**config.mk**
```make
export PLATFORM = sky130hd
export DESIGN_NAME = vreg_group_legal
export DESIGN_NICKNAME = d
export VERILOG_FILES = /design/src/rtl/vgc_pkg.sv /design/src/rtl/vgc_dst_chk.sv /design/src/rtl/vgc_range_ovl.sv /design/src/rtl/vgc_mixw_chk.sv /design/src/rtl/vreg_group_legal.sv
export SDC_FILE = /design/constraint.sdc
export NUM_CORES = 1
export LEC_CHECK = 0
export CORE_MARGIN = 4
export CORE_UTILIZATION = 51
export DETAILED_ROUTE_END_ITERATION = 10
export GPL_TIMING_DRIVEN = 0
export PLACE_DENSITY = 0.81
export SLEW_MARGIN = 20
export SYNTH_ARGS = -nofsm -noshare
export SYNTH_HDL_FRONTEND = slang
export SYNTH_SLANG_ARGS = --single-unit
```
**constraint.sdc**
```tcl
create_clock -name vclk -period 4.58
set_input_delay 0.687 -clock vclk [all_inputs]
set_output_delay 0.687 -clock vclk [all_outputs]
set_load 0.02 [all_outputs]
```
**src/rtl/vgc_pkg.sv**
```systemverilog
package vgc_pkg;
  localparam int unsigned NUM_VREGS = 32;
  typedef enum logic [1:0] {EW8 = 2'd0, EW16 = 2'd1, EW32 = 2'd2, EW64 = 2'd3} ew_e;
endpackage

```
**src/rtl/vgc_dst_chk.sv**
```systemverilog
module vgc_dst_chk #(
  parameter int unsigned REG_W  = 5,
  parameter int unsigned GRP_W  = 4,
  parameter int unsigned NF_W   = 3,
  parameter int unsigned SPAN_W = NF_W + 1 + GRP_W
) (
  input  logic [REG_W-1:0]  vd_i,
  input  logic [GRP_W-1:0]  data_regs_i,
  input  logic [NF_W-1:0]   nf_m1_i,
  input  logic              mask_en_i,
  output logic [SPAN_W-1:0] span_o,
  output logic              misalign_o,
  output logic              oob_o,
  output logic              mask_hit_o
);
  localparam int unsigned END_W = ((SPAN_W > REG_W) ? SPAN_W : REG_W) + 1;

  logic [REG_W-1:0] low_bits;
  logic [END_W-1:0] span_end;

  always_comb begin
    low_bits   = REG_W'(data_regs_i - 1'b1);
    misalign_o = |(vd_i & low_bits);
    span_o     = SPAN_W'(SPAN_W'(nf_m1_i) + 1'b1) * SPAN_W'(data_regs_i);
    span_end   = END_W'(vd_i) + END_W'(span_o);
    oob_o      = span_end > END_W'(vgc_pkg::NUM_VREGS);
    mask_hit_o = mask_en_i && (vd_i == '0);
  end

  always_comb begin
    if (mask_en_i && vd_i == '0) AST_MASK_BASE_HIT: assert (mask_hit_o);
  end
endmodule

```
**src/rtl/vgc_range_ovl.sv**
```systemverilog
module vgc_range_ovl #(
  parameter int unsigned BASE_W = 5,
  parameter int unsigned LEN_W  = 8
) (
  input  logic [BASE_W-1:0] a_base_i,
  input  logic [LEN_W-1:0]  a_len_i,
  input  logic [BASE_W-1:0] b_base_i,
  input  logic [LEN_W-1:0]  b_len_i,
  output logic              ovl_o
);
  localparam int unsigned SUM_W = ((LEN_W > BASE_W) ? LEN_W : BASE_W) + 1;

  logic [SUM_W-1:0] a_end, b_end;

  always_comb begin
    a_end = SUM_W'(a_base_i) + SUM_W'(a_len_i);
    b_end = SUM_W'(b_base_i) + SUM_W'(b_len_i);
    ovl_o = (SUM_W'(a_base_i) < b_end) && (SUM_W'(b_base_i) < a_end);
  end
endmodule

```
**src/rtl/vgc_mixw_chk.sv**
```systemverilog
module vgc_mixw_chk #(
  parameter int unsigned REG_W  = 5,
  parameter int unsigned GRP_W  = 4,
  parameter int unsigned EW_W   = 2,
  parameter int unsigned LMUL_W = 4
) (
  input  logic [REG_W-1:0]  vd_i,
  input  logic [GRP_W-1:0]  data_regs_i,
  input  logic [REG_W-1:0]  vs2_i,
  input  logic [GRP_W-1:0]  idx_regs_i,
  input  logic [EW_W-1:0]   sew_i,
  input  logic [EW_W-1:0]   idx_ew_i,
  input  logic [LMUL_W-1:0] lmul_num_i,
  input  logic [LMUL_W-1:0] lmul_den_i,
  input  logic              ovl_i,
  input  logic              segment_i,
  output logic              bad_o
);
  localparam int unsigned SHIFT_MAX = (1 << EW_W) - 1;
  localparam int unsigned PROD_W    = LMUL_W + SHIFT_MAX;
  localparam int unsigned END_W     = ((GRP_W > REG_W) ? GRP_W : REG_W) + 1;

  logic [PROD_W-1:0] idx_side, dat_side;
  logic              emul_ge1, ends_eq, narrow_bad, wide_bad;

  always_comb begin
    // widths are 8 << code, so the common factor of 8 cancels
    idx_side   = PROD_W'(lmul_num_i) << idx_ew_i;
    dat_side   = PROD_W'(lmul_den_i) << sew_i;
    emul_ge1   = idx_side >= dat_side;
    ends_eq    = (END_W'(vd_i) + END_W'(data_regs_i)) == (END_W'(vs2_i) + END_W'(idx_regs_i));
    narrow_bad = (sew_i < idx_ew_i) && (vd_i != vs2_i);
    wide_bad   = (sew_i > idx_ew_i) && !(emul_ge1 && ends_eq);
    bad_o      = ovl_i && (segment_i || narrow_bad || wide_bad);
  end

  always_comb begin
    if (!ovl_i) AST_NO_OVL_NO_BAD: assert (!bad_o);
    if (ovl_i && segment_i) AST_SEG_OVL_BAD: assert (bad_o);
    if (ovl_i && !segment_i && sew_i == idx_ew_i) AST_SAME_EW_OK: assert (!bad_o);
    if (ovl_i && !segment_i && sew_i < idx_ew_i && vd_i == vs2_i)
      AST_NARROW_BASE_OK: assert (!bad_o);
  end
endmodule

```
**src/rtl/vreg_group_legal.sv**
```systemverilog
module vreg_group_legal #(
  parameter int unsigned REG_W  = 5,
  parameter int unsigned GRP_W  = 4,
  parameter int unsigned NF_W   = 3,
  parameter int unsigned EW_W   = 2,
  parameter int unsigned LMUL_W = 4
) (
  input  logic [REG_W-1:0]  vd_i,
  input  logic [GRP_W-1:0]  data_regs_i,
  input  logic [NF_W-1:0]   nf_m1_i,
  input  logic              mask_en_i,
  input  logic              indexed_i,
  input  logic [REG_W-1:0]  vs2_i,
  input  logic [GRP_W-1:0]  idx_regs_i,
  input  logic [EW_W-1:0]   idx_ew_i,
  input  logic [EW_W-1:0]   sew_i,
  input  logic [LMUL_W-1:0] lmul_num_i,
  input  logic [LMUL_W-1:0] lmul_den_i,
  output logic              illegal_o
);
  localparam int unsigned SPAN_W = NF_W + 1 + GRP_W;

  logic [SPAN_W-1:0] span;
  logic misalign, oob, mask_hit, ovl, idx_bad, segment;

  assign segment = nf_m1_i != '0;

  vgc_dst_chk #(.REG_W(REG_W), .GRP_W(GRP_W), .NF_W(NF_W), .SPAN_W(SPAN_W)) i_dst (
    .vd_i(vd_i), .data_regs_i(data_regs_i), .nf_m1_i(nf_m1_i), .mask_en_i(mask_en_i),
    .span_o(span), .misalign_o(misalign), .oob_o(oob), .mask_hit_o(mask_hit)
  );

  vgc_range_ovl #(.BASE_W(REG_W), .LEN_W(SPAN_W)) i_ovl (
    .a_base_i(vd_i), .a_len_i(span), .b_base_i(vs2_i),
    .b_len_i(SPAN_W'(idx_regs_i)), .ovl_o(ovl)
  );

  vgc_mixw_chk #(.REG_W(REG_W), .GRP_W(GRP_W), .EW_W(EW_W), .LMUL_W(LMUL_W)) i_mixw (
    .vd_i(vd_i), .data_regs_i(data_regs_i), .vs2_i(vs2_i), .idx_regs_i(idx_regs_i),
    .sew_i(sew_i), .idx_ew_i(idx_ew_i), .lmul_num_i(lmul_num_i), .lmul_den_i(lmul_den_i),
    .ovl_i(ovl), .segment_i(segment), .bad_o(idx_bad)
  );

  assign illegal_o = misalign || oob || mask_hit || (indexed_i && idx_bad);

  always_comb begin
    if (data_regs_i != '0 && (int'(vd_i) % int'(data_regs_i)) != 0)
      AST_ALIGN_FLAG: assert (illegal_o);
    if (int'(vd_i) + (int'(nf_m1_i) + 1) * int'(data_regs_i) > 32)
      AST_BOUND_FLAG: assert (illegal_o);
    if (mask_en_i && vd_i == '0) AST_MASK_FLAG: assert (illegal_o);
    if (!indexed_i && !misalign && !oob && !mask_hit)
      AST_PLAIN_LEGAL: assert (!illegal_o);
  end
endmodule

```
==> summary.md <==
| Metric | Value |
|---|---|
| Final WL | about 4400 µm |
| Layout sequential cell count | 0 |
| All-Layer GR Usage | 18.0% |
| Sequential area share after synthesis | 0% |
| Final total power | slightly above 0.0004 W |
| Nets | about 380 |
| Area Growth Syn to Fin | 28.6% |
| Post-route DRC | 0 |
| Worst-Margin Slew | a little over 0.4 ns |
| HP Start | indexed_i |
| First-pass GRT wire length | between 7000 and 8000 µm |
| Vias in the first global route | approximately 1800 |
| Gr ovfl total | 0 |
| Leakage | between 1 and 1.5 nW |
| Pin count of the biggest net entering global routing | 11 |
| Fin Setup TNS | -0.372 ns |
| Std-Cell Core Area | 3660 µm² |
| Failing checks | negative setup slack |
| Kind of start point of the critical path | primary input |
| Chip width | around 69 µm |
| I/O pin count | 36 |
| Slowest CP cell | fa_2 |
| DP HPWL | around 3800 µm |
| Initial Utilization | 52.4% |
| Via count | about 1800 |
| Pwr dens | 165 nW/µm² |
| Final Max Slew Viols | 0 |
| Peak supply drop | just under 0.07 mV |
| Port bufs | 34 |
| Synthesis Warnings | 0 |
| Number of diodes | 0 |
| Buf+Inv Stages, Crit Path | 5 |
| Worst path max stage delay | ~0.53 ns |
| Die H | roughly 69 µm |
| Synth Area per Inst | about 7.9 µm² |
| Register area | 0 µm² |
| Family with the most delay on the worst path | adder cells |
| CP Data Required Time | about 3.9 ns |
| Syn_nets | ~330 |
| Max cap viols | 0 |
| # setup viols final | 1 |
| Routability cong. | around 0.87 |
| Final clock period utilization by the worst path | 108% |
| Place WS | -1.63 ns |
| Post-detailed-route count of antenna-violating nets | 0 |
| CP endpoint kind | primary output |
| Top area cells in the synthesized netlist | ha_1 (30%), fa_1 (7.3%), xnor2_1 (5.5%) |
| Multi-input gate area | between 1500 and 2000 µm² |
| Initial antenna violation count | 0 |
| Post-DR vias/cell | 5.49 |
| CP arrival | around 4.3 ns |
| Initial drt markers | about 60 |
| Crit path time final | about 5.0 ns |
| Cells along the critical path | buf_12, ha_4, xor2_2, nand2_1, fa_1, inv_1, fa_1, inv_2, fa_2, inv_2, ha_4, o21a_1, o31ai_2, a211o_1, nor2_1, a21oi_1, o21a_1, o21a_2, buf_6 |
| Worst hold path type | primary input to primary output |
| WHS | roughly 2.3 ns |
| Clock buffer count | 0 |
| Drt first pass iters | 4 |
| Relative slew slack | 72.4% |
| Yosys top cell area share | 30.0% |
| Final Worst Setup Slack | -0.372 ns |
| Die ar. | about 4800 µm² |
| Post-DR wirelength/cell | between 10 and 15 µm |
| CTS Hold Bufs | 0 |
| Critical path fanouts, max | 4 |
| Post-synthesis cell count | approximately 240 |
| FILL cells | about 320 |
| Synth Cell Area | 1920 µm² |
| Max Fclk | roughly 200 MHz |
| Critical Path Source | nf_m1_i[0] |
| Cell taking the most area after synthesis | ha_1 |
| Row count | 22 |
| Layout cell share with drive strength beyond 1 | 13.0% |
| CP Class | primary input to primary output |
| Count leader, synth | ha_1 |
| RSZ-0062 raised after global routing | yes |
| Final Hold Viols | 0 |
| Yosys cell types | 45 |
| Status | finished, violations left |
| Top cells by count, synth | ha_1 (46), inv_1 (19), nand2_1 (18), a21oi_1 (16), nor2_1 (14) |
## timing repair
item / in CTS / in global routing
gates resized for setup: 35 / 4
buffers inserted: 6 / 1
pin swaps: 13 / 6
endpoints found under the setup margin: 1 / 1
## cell usage in the layout (no fill, tap or decap), drive strengths merged, types with 2 or more instances in the layout
cell           count
nand4              3
a21oi             16
nor2b              5
or2                2
a211o              2
mux2               3
nand2             18
buf               10
a311oi             2
o21a               3
clkbuf             5
clkdlybuf4s50     27
a31oi              2
a21o               6
o2111ai            2
xor2              12
nor4               2
o21ai              8
nand2b             7
a211oi             2
fa                 7
o211ai             3
and2              11
ha                46
inv               19
nand3              5
and3               4
clkdlybuf4s15      4
nor3               2
nor2              14
xnor2             12
mux2i              6
## kinds of logic after synthesis
kind of cell / share of synthesized area [%]
AND/OR/NAND/NOR: 22.6
adder cells (fa/ha/maj): 37.3
multiplexers: 4.89
XOR/XNOR: 11.0
AO/OA/AOI/OAI: 19.5
buffers and inverters: 4.70
## final timing paths
path	end	slack [ns]	cells past startpoint
min	illegal_o	2.27	5
max	illegal_o	-0.37	19
## routing by layer
metal / global-route usage [%] / vias to the layer above / part of all wire, %
li1: - / 962 / -
met1: 24.1 / 832 / 48
met2: 32.8 / 33 / 48
met3: 1.45 / 2 / 4.0
met4: 0.868 / 0 / 0.18
met5: 0 / - / 0
## cell type report
| type | instances | area share, % |
|---|---|---|
| inverters | 19 | 2.99 |
| repair buffers | 41 | 16.5 |
| multi-input cells | 220 | 77.3 |
| well taps | 48 | 2.44 |
| plain buffers | 5 | 0.761 |
## stage by stage
step | instance area, µm² | std cells | utilization [%]
floorplan | 1960 | 244 | -
global placement | 2360 | 326 | 64.5
detailed placement | 2360 | 326 | 64.5
CTS | 2440 | 332 | 66.6
global route | 2470 | 333 | 67.4
finish | 2470 | 333 | 67.4
## worst min-delay path, cell delays in order
cell,delay [ns]
clkdlybuf4s50_1,0.42
o211ai_1,0.09
a31oi_1,0.07
o21a_2,0.20
buf_6,0.12
## power by group
| group | leakage, nW | switching (W) | internal (W) | total, W |
|---|---|---|---|---|
| Combinational | 1.13 | 0.000199 | 0.000208 | 0.000407 |
| Sequential | 0 | 0 | 0 | 0 |
| Clock | 0 | 0 | 0 | 0 |
No activity file was read; power rests on OpenSTA's default activity.
